`config.mk`:
```
export PLATFORM = sky130hd
export DESIGN_NAME = nibble_cpu
export DESIGN_NICKNAME = d
export VERILOG_FILES = /design/src/rtl/nsc_pkg.sv /design/src/rtl/nsc_decode.sv /design/src/rtl/nsc_lane.sv /design/src/rtl/nsc_alu.sv /design/src/rtl/nibble_cpu.sv
export SDC_FILE = /design/constraint.sdc
export NUM_CORES = 1
export LEC_CHECK = 0
export ABC_AREA = 1
export BUFFER_PORTS_ARGS = -buffer_cell sky130_fd_sc_hd__buf_2
export CORE_ASPECT_RATIO = 1.4
export CORE_MARGIN = 5
export CORE_UTILIZATION = 59
export CTS_BUF_LIST = sky130_fd_sc_hd__clkbuf_4 sky130_fd_sc_hd__clkbuf_8
export DETAILED_ROUTE_END_ITERATION = 12
export HOLD_SLACK_MARGIN = 0.15
export PLACE_DENSITY = 0.87
export SYNTH_ARGS = -nofsm -noshare
export SYNTH_HDL_FRONTEND = slang
export SYNTH_SLANG_ARGS = --single-unit
```
`constraint.sdc`:
```
create_clock -name clk_i -period 5 [get_ports clk_i]
set_clock_uncertainty 0.1 [all_clocks]
set_input_delay 1 -clock clk_i [delete_from_list [all_inputs] [get_ports clk_i]]
set_output_delay 1 -clock clk_i [all_outputs]
set_load 0.02 [all_outputs]
```
`src/rtl/nsc_pkg.sv`:
```
package nsc_pkg;
  localparam int NIB_W  = 4;
  localparam int BYTE_W = 2 * NIB_W;

  localparam logic [NIB_W-1:0] OP_LDA  = 4'h1;
  localparam logic [NIB_W-1:0] OP_STA  = 4'h2;
  localparam logic [NIB_W-1:0] OP_ADD  = 4'h3;
  localparam logic [NIB_W-1:0] OP_JMP  = 4'h4;
  localparam logic [NIB_W-1:0] OP_JC   = 4'h5;
  localparam logic [NIB_W-1:0] OP_PJMP = 4'h8;
  localparam logic [NIB_W-1:0] OP_DPH  = 4'h9;
  localparam logic [NIB_W-1:0] OP_DPL  = 4'hA;

  typedef struct packed {
    logic ld;
    logic st;
    logic add;
    logic jmp;
    logic jc;
    logic pjmp;
    logic dsel;
    logic dside_hi;
  } ctrl_t;
endpackage

```
`src/rtl/nsc_decode.sv`:
```
module nsc_decode
  import nsc_pkg::*;
(
  input  logic [BYTE_W-1:0] instr_i,
  output ctrl_t             ctrl_o
);
  logic [NIB_W-1:0] op;
  assign op = instr_i[BYTE_W-1:NIB_W];

  always_comb begin
    ctrl_o = '0;
    unique case (op)
      OP_LDA:  ctrl_o.ld   = 1'b1;
      OP_STA:  ctrl_o.st   = 1'b1;
      OP_ADD:  ctrl_o.add  = 1'b1;
      OP_JMP:  ctrl_o.jmp  = 1'b1;
      OP_JC:   ctrl_o.jc   = 1'b1;
      OP_PJMP: ctrl_o.pjmp = 1'b1;
      OP_DPH: begin
        ctrl_o.dsel     = 1'b1;
        ctrl_o.dside_hi = 1'b1;
      end
      OP_DPL:  ctrl_o.dsel = 1'b1;
      default: ctrl_o = '0; // 0x0, 0x6, 0x7, 0xB..0xF: no-op
    endcase
  end
endmodule

```
`src/rtl/nsc_lane.sv`:
```
// Nibble lane: selects a nibble for reads, merges one for writes.
module nsc_lane #(
  parameter int W = 4
) (
  input  logic [2*W-1:0] byte_i,
  input  logic           side_hi_i,
  input  logic [W-1:0]   nib_i,
  output logic [W-1:0]   nib_o,
  output logic [2*W-1:0] byte_o
);
  assign nib_o  = side_hi_i ? byte_i[2*W-1:W] : byte_i[W-1:0];
  assign byte_o = side_hi_i ? {nib_i, byte_i[W-1:0]} : {byte_i[2*W-1:W], nib_i};
endmodule

```
`src/rtl/nsc_alu.sv`:
```
module nsc_alu #(
  parameter int W = 4
) (
  input  logic [W-1:0] a_i,
  input  logic [W-1:0] b_i,
  output logic [W-1:0] sum_o,
  output logic         cout_o
);
  assign {cout_o, sum_o} = {1'b0, a_i} + {1'b0, b_i};
endmodule

```
`src/rtl/nibble_cpu.sv`:
```
module nibble_cpu
  import nsc_pkg::*;
(
  input  logic              clk_i,
  input  logic              rst_ni,
  output logic [BYTE_W-1:0] mem_addr_o,
  input  logic [BYTE_W-1:0] mem_rdata_i,
  output logic [BYTE_W-1:0] mem_wdata_o,
  output logic              mem_we_o,
  output logic [NIB_W-1:0]  acc_o,
  output logic              carry_o,
  output logic [BYTE_W-1:0] pc_o
);
  localparam logic [NIB_W-1:0] DPAGE_RST = NIB_W'(1);

  logic              exec_q;    // 0: fetch, 1: execute
  logic [BYTE_W-1:0] instr_q;
  logic [NIB_W-1:0]  pc_q, ppage_q, dpage_q, acc_q;
  logic              side_hi_q, carry_q;

  ctrl_t            ctrl;
  logic [NIB_W-1:0] opr, rd_nib, sum;
  logic             cout;

  assign opr = instr_q[NIB_W-1:0];

  nsc_decode u_dec (.instr_i(instr_q), .ctrl_o(ctrl));

  nsc_lane #(.W(NIB_W)) u_lane (
    .byte_i   (mem_rdata_i),
    .side_hi_i(side_hi_q),
    .nib_i    (acc_q),
    .nib_o    (rd_nib),
    .byte_o   (mem_wdata_o)
  );

  nsc_alu #(.W(NIB_W)) u_alu (.a_i(acc_q), .b_i(rd_nib), .sum_o(sum), .cout_o(cout));

  assign mem_addr_o = exec_q ? {dpage_q, opr} : {ppage_q, pc_q};
  assign mem_we_o   = exec_q & ctrl.st;
  assign acc_o      = acc_q;
  assign carry_o    = carry_q;
  assign pc_o       = {ppage_q, pc_q};

  always_ff @(posedge clk_i or negedge rst_ni) begin
    if (!rst_ni) begin
      exec_q    <= 1'b0;
      instr_q   <= '0;
      pc_q      <= '0;
      ppage_q   <= '0;
      dpage_q   <= DPAGE_RST;
      side_hi_q <= 1'b0;
      acc_q     <= '0;
      carry_q   <= 1'b0;
    end else begin
      exec_q <= ~exec_q;
      if (!exec_q) begin
        instr_q <= mem_rdata_i;
        pc_q    <= pc_q + NIB_W'(1);
      end else begin
        if (ctrl.ld) acc_q <= rd_nib;
        if (ctrl.add) begin
          acc_q   <= sum;
          carry_q <= cout;
        end
        if (ctrl.jmp || (ctrl.jc && carry_q)) pc_q <= opr;
        if (ctrl.pjmp) begin
          ppage_q <= opr;
          pc_q    <= '0;
        end
        if (ctrl.dsel) begin
          dpage_q   <= opr;
          side_hi_q <= ctrl.dside_hi;
        end
      end
    end
  end


  fetch_addr_chk: assert property (@(posedge clk_i) disable iff (!rst_ni)
    !exec_q |-> (!mem_we_o && mem_addr_o == pc_o));


  we_exec_only_chk: assert property (@(posedge clk_i) disable iff (!rst_ni)
    mem_we_o |-> exec_q);


  keep_other_chk: assert property (@(posedge clk_i) disable iff (!rst_ni)
    mem_we_o |-> (side_hi_q ? mem_wdata_o[NIB_W-1:0] == mem_rdata_i[NIB_W-1:0]
                            : mem_wdata_o[BYTE_W-1:NIB_W] == mem_rdata_i[BYTE_W-1:NIB_W]));


  carry_hold_chk: assert property (@(posedge clk_i) disable iff (!rst_ni)
    !(exec_q && ctrl.add) |=> $stable(carry_o));


  pjmp_chk: assert property (@(posedge clk_i) disable iff (!rst_ni)
    (exec_q && ctrl.pjmp) |=> (pc_o == {$past(opr), NIB_W'(0)}));


  jc_skip_chk: assert property (@(posedge clk_i) disable iff (!rst_ni)
    (exec_q && ctrl.jc && !carry_q) |=> $stable(pc_o));
endmodule

```
==> results of run 1 <==
[worst paths after layout]
kind,end,start,slack (ns),cells after the start
max reg2reg,acc_o[2],side_hi_q,2.82,9
min in group asynchronous,ppage_q[1],rst_ni,0.54,1
min,dpage_q[0],dpage_q[0],0.41,2
max in group asynchronous,acc_o[2],rst_ni,3.87,1
max,mem_addr_o[7],exec_q,1.92,3
min reg2reg,dpage_q[0],dpage_q[0],0.41,2
[routing by layer]
| metal | GRT usage | vias to the layer above | routed length [µm] |
|---|---|---|---|
| met5 | 0 | - | 0 |
| met4 | 0.07670 | 0 | 43 |
| met3 | 0.02079 | 4 | 234 |
| met2 | 0.3410 | 50 | 1713 |
| met1 | 0.2470 | 703 | 1458 |
| li1 | - | 790 | - |
[kinds of logic after synthesis]
family          Yosys count  synth area share
buf+inv                  44            0.1094
compound gates           50            0.1574
flops                    27            0.4256
fa+ha+maj                 6           0.05193
xor+xnor                  1          0.005508
simple gates             96            0.2502
[through the flow]
| stage | setup WS [ns] | util | power (mW) |
|---|---|---|---|
| after floorplan | 2.386 | - | 0.4985 |
| after global placement | 2.356 | 0.6880 | 0.5866 |
| after detailed placement | 2.336 | 0.6880 | 0.5936 |
| after CTS | 1.934 | 0.6995 | 0.6892 |
| after global routing | 1.744 | 0.6995 | 0.7394 |
| final | 1.919 | 0.6995 | 0.6850 |
[where the power goes]
part	internal, mW	switching [mW]
Clock	0.0306	0.0665
Combinational	0.0985	0.182
Sequential	0.260	0.0469
Total	0.389	0.296
[synthesized netlist by cell type]
| cell | instances | area share |
|---|---|---|
| nand2_1 | 69 | 0.16 |
| o21ai_0 | 43 | 0.14 |
| inv_1 | 38 | 0.090 |
| dfrtp_1 | 26 | 0.41 |
| nand3_1 | 12 | 0.038 |
| nor2_1 | 9 | 0.021 |
| a21oi_1 | 5 | 0.016 |
| ha_1 | 5 | 0.039 |
| buf_2 | 4 | 0.013 |
| nand4_1 | 3 | 0.012 |
| o21ai_1 | 2 | 0.0063 |
| buf_4 | 1 | 0.0047 |
| clkbuf_1 | 1 | 0.0024 |
| dfstp_2 | 1 | 0.017 |
| fa_1 | 1 | 0.013 |
| nand3_2 | 1 | 0.0063 |
| nor2_4 | 1 | 0.0071 |
| nor3_1 | 1 | 0.0031 |
| xor2_1 | 1 | 0.0055 |
[registers in the layout, indices dropped and copies added, names as in the netlist]
signal	cells
exec_q	1
side_hi_q	1
pc_q	4
instr_q	8
ppage_q	4
dpage_q	4
carry_o	1
acc_o	4
[worst max-delay path: cells and delay by family, from the launching register on]
family / cells / cell delay, ns
flip-flops: 1 / 0.83
AO/OA/AOI/OAI: 1 / 0.24
buffers and inverters: 2 / 0.59
[final cells by class]
class                      count  area, µm²  share of cell area
clock buffer                   3      22.52             0.01231
clock inverter                 1      7.507            0.004104
inverter                      38      142.6             0.07798
multi-input combinational    153      739.5              0.4042
sequential                    27      676.9              0.3700
tap                           36      45.04             0.02462
timing repair buffer          39      195.2              0.1067
==> impl_results.md, run 1 <==
- Slowest stage delay, CP: just over 0.8 ns
- Cell area after technology mapping: ~0.0016 mm²
- Setup Total Neg Slack: 0 ns
- FILL cells: 245
- Crit path max fanout: 26
- Core area: ~0.0026 mm²
- Initial antenna violation count: 0
- Fin crit share: 0.6163
- Nets: 278
- CP required: 3.90 ns
- Most frequent cells in the layout: 69 x nand2_1, 43 x o21ai_0, 39 x buf_2
- First-pass DRT Iterations: 4
- Worst setup SP type: flop
- Hold Crit Class: reg -> reg
- Hold_buf cts: 0
- Crit Path Category: reg -> out
- Arrival @ worst endpoint: 1.98 ns
- Max-Cap Viols: 0
- Syn Nets: 240
- Via count: between 1500 and 2000
- Register bit total from synthesis: 27
- Worst Setup End Kind: output port
- Synth Area per Inst: a little over 7 µm²
- Post-CTS Setup Bufs: 0
- Remaining global-route overflow: 0
- P per Cell Area: ~370 mW/mm²
- Warnings from Yosys: 0
- Status: finished, final reports clean
- Antenna viol nets, final: 0
- Fin. Hold Viols: 0
- # diodes: 0
- CTS resizes: 0
- Slew @ Worst Pin: around 0.70 ns
- FMAX: ~320 MHz
- Setup violators final: 0
- Initial drt markers: 39
- Post-synthesis instance total: 224
- P_leak: ~1.0 nW
- Root Driver: clkbuf_4
- Sequential share of the synthesized area: 0.4256
- CTS tree: done
- Clk sinks: 27
- First-pass GRT wire length: about 5900 µm
- Clk_lat worst skew: 0.33 ns
- Share of layout cells above drive strength 1: 0.1762
- Gpl congestion: 0.9276
- Chip width: between 50 and 60 µm
- Post-DR wirelength/cell: approximately 12 µm
- Pins Over Slew Limit: 0
- PortBufs: 39
- Die H: 71.43 µm
- Vias in the first global route: about 1400
- Hpwl dp: ~2700 µm
- Initial Util: 0.6081
- Placed Cells: 293
- Area grow syn2layout: 15.03%
- Vias per inst: approximately 5.2
- Total Wirelength: between 3000 and 4000 µm
- Max clock buf depth: 2
- Largest net degree at the start of global routing: 28
- Die area: 0.003848 mm²
- Remaining routing DRC violations: 0
- Clock slew seen by the registers of the worst setup and hold paths: 0.15 ns
- Most common cell after layout, fill and taps aside: nand2_1
- Yosys cell types: 19
- Cell Area, Placed: around 0.0018 mm²
- Hold_ws: slightly above 0.4 ns
- RSZ-0062 raised after global routing: false
- Final instance area: around 0.0018 mm²
- H-tree levels: 1
- Minimum clock period: 3.081 ns
- Total CTS buffers: 3
- Total GRT Usage: 0.1987
- Slowest stage cell, crit path: dfrtp_1
- Ports: 40
- Crit path cell chain: inv_1 > o21ai_0 > buf_2
- VDD IR-drop max: around 190 µV
- Final Non-Filler Cells: 297
- Worst slew margin: 0.5313
- Site row count: 22
Power figures use the tool's default switching activity.
==> inputs of run 2 (changes only) <==
CORE_UTILIZATION = 49   (was 59)
PLACE_DENSITY = 0.77   (was 0.87)
clock period = 2.6 ns   (was 5 ns; I/O delays follow)
==> run 2 against run 1 <==
Against the previous run: global-route usage fell by 2.4 points; final area rose by 1.6%; final cell count rose by 1.3%; largest power group unchanged.
==> impl_results.md, run 2 (synthesized netlist as in run 1, its figures left out) <==
- Most common cell after layout, fill and taps aside: nand2_1
- Worst Setup End Kind: output port
- Fin crit share: 0.8329
- Pins Over Slew Limit: 0 (unchanged)
- Antenna viol nets, final: 0 (unchanged)
- PortBufs: 39 (unchanged)
- P_leak: 1.042 nW (+1.6%)
- Hpwl dp: 2896 µm (+7.3%)
- Initial drt markers: 48 (+23%)
- Post-DR wirelength/cell: 12.39 µm (+6.7%)
- CTS resizes: 0 (unchanged)
- P per Cell Area: 743.6 mW/mm² (+99%)
- Die area: 0.004501 mm² (+17%)
- Crit path max fanout: 19 (-27%)
- Max-Cap Viols: 0 (unchanged)
- Initial Util: 0.5092 (-0.09892)
- Status: finished, final reports clean
- Worst slack, placed: 0.5345 ns (-1.801 ns)
- Max clock buf depth: 2 (unchanged)
- Crit Path Category: reg -> out
- Worst setup SP type: flop
- Area grow syn2layout: 16.92%
- Root Driver: clkbuf_8
- Fin. Hold Viols: 0 (unchanged)
- Crit path max-delay family: flip-flops
- Vias per inst: 5.030 (-3.4%)
- Final Non-Filler Cells: 301 (+1.3%)
- RSZ-0062 raised after global routing: false
- # diodes: 0 (unchanged)
- Chip width: 58.15 µm (+7.9%)
- Layout Utilization: 0.5954 (-0.1042)
- Total GRT Usage: 0.1752 (-0.02351)
- Reg2reg setup slack: 0.48 ns (-2.34 ns)
- Arrival @ worst endpoint: 1.55 ns (-0.43 ns)
- Slowest stage delay, CP: 0.66 ns (-0.17 ns)
- First-pass GRT wire length: 6196 µm (+5.3%)
- Fin worst setup slack: 0.4343 ns (-1.484 ns)
- Site row count: 24 (+9.1%)
- Clock slew seen by the registers of the worst setup and hold paths: 0.09 ns (-0.06 ns)
- VDD IR-drop max: 381.7 µV (+110%)
- Hold_ws: 0.1440 ns (-0.2681 ns)
- Worst slew margin: 0.5976 (+0.06636)
- Die H: 77.41 µm (+8.4%)
- Setup violators final: 0 (unchanged)
- Minimum clock period: roughly 2.2 ns
- Ports: 40 (unchanged)
- Post-CTS Setup Bufs: 0 (unchanged)
- Most frequent cells in the layout: 69 x nand2_1, 43 x o21ai_0, 39 x buf_2
- Slew @ Worst Pin: 0.6036 ns (-0.09954 ns)
- Final instance area: 0.001859 mm² (+1.6%)
- Remaining routing DRC violations: 0 (unchanged)
- Reg-to-reg endpoint: acc_o[2]
- Vias in the first global route: 1402 (+1.2%)
- Remaining global-route overflow: 0 (unchanged)
- Nets: 279 (+0.36%)
- R2r startpoint: side_hi_q
- First-pass DRT Iterations: 4 (unchanged)
- Initial antenna violation count: 0 (unchanged)
- CTS tree: done
- R2R cell count: 9 (unchanged)
- Core area: 0.003123 mm² (+19%)
- Largest net degree at the start of global routing: 28 (unchanged)
- Crit path cell chain: inv_1 > o21ai_0 > buf_2
- Total CTS buffers: 3 (unchanged)
- Clk sinks: 27 (unchanged)
- Slowest stage cell, crit path: dfrtp_1
- Gpl congestion: 0.8836 (-4.7%)
- Clk_lat worst skew: 0.27 ns (-0.06 ns)
- Reg with most FFs: instr_q
- Hold Crit Class: in -> async
- Largest register FFs: 8 (unchanged)
- FMAX: about 460 MHz
- Via count: 1514 (-2.1%)
- Setup Total Neg Slack: 0 ns (unchanged)
- WP buf/inv: 2 (unchanged)
- Hold_buf cts: 0 (unchanged)
- Share of layout cells above drive strength 1: 0.1794 (+0.003144)
- H-tree levels: 1 (unchanged)
- Total Wirelength: 3730 µm (+8.1%)
- Placed Cells: 297 (+1.4%)
- Total power: 1.383 mW (+100%)
- Cell Area, Placed: 0.001810 mm² (+0.63%)
- CP required: 1.98 ns (-1.92 ns)
## run 2: cell count changes in the layout (fill, tap and decap cells not counted), sizes merged
cell      previous run  this run
clkbuf               3         4
buf                 39        40
clkinvlp             1         0
## run 2: routing by layer
metal / wire (µm) / GRT usage
met1: 1584 / 0.2148
met2: 1852 / 0.3032
met3: 241 / 0.02990
met4: 51 / 0.06265
met5: 0 / 0
## run 2: worst max path at each step
stage,start,endpoint,slack (ns),cells after the start
final,side_hi_q,mem_wdata_o[3],0.43,3
after global routing,side_hi_q,acc_o[2],0.26,9
after CTS,side_hi_q,mem_wdata_o[2],0.43,3
after detailed placement,side_hi_q,acc_o[2],0.53,9
after global placement,mem_rdata_i[4],acc_o[2],0.55,12
after floorplan,exec_q,mem_addr_o[0],0.68,4
## run 2: power breakdown
| part | leakage (nW) | total (mW) | switching, mW | internal, mW |
|---|---|---|---|---|
| registers | 0.321 | 0.593 | 0.0923 | 0.500 |
| logic | 0.695 | 0.539 | 0.349 | 0.190 |
| clock network | 0.0262 | 0.251 | 0.130 | 0.120 |
## run 2: layout make-up
class,count,area [µm²]
repair buffers,40,202.7
well taps,39,48.80
multi-input cells,153,739.5
inverters,38,142.6
fillers,333,1264
flip-flops and latches,27,676.9
clock buffers,4,48.80
## run 2: worst reg2reg max path, delay by kind of cell, from the launching register on
family | cells | cell delay [ns]
buffers and inverters | 2 | 0.15
flip-flops | 1 | 0.66
AO/OA/AOI/OAI | 2 | 0.31
XOR/XNOR | 1 | 0.16
adder cells (fa/ha/maj) | 2 | 0.57
AND/OR/NAND/NOR | 2 | 0.12
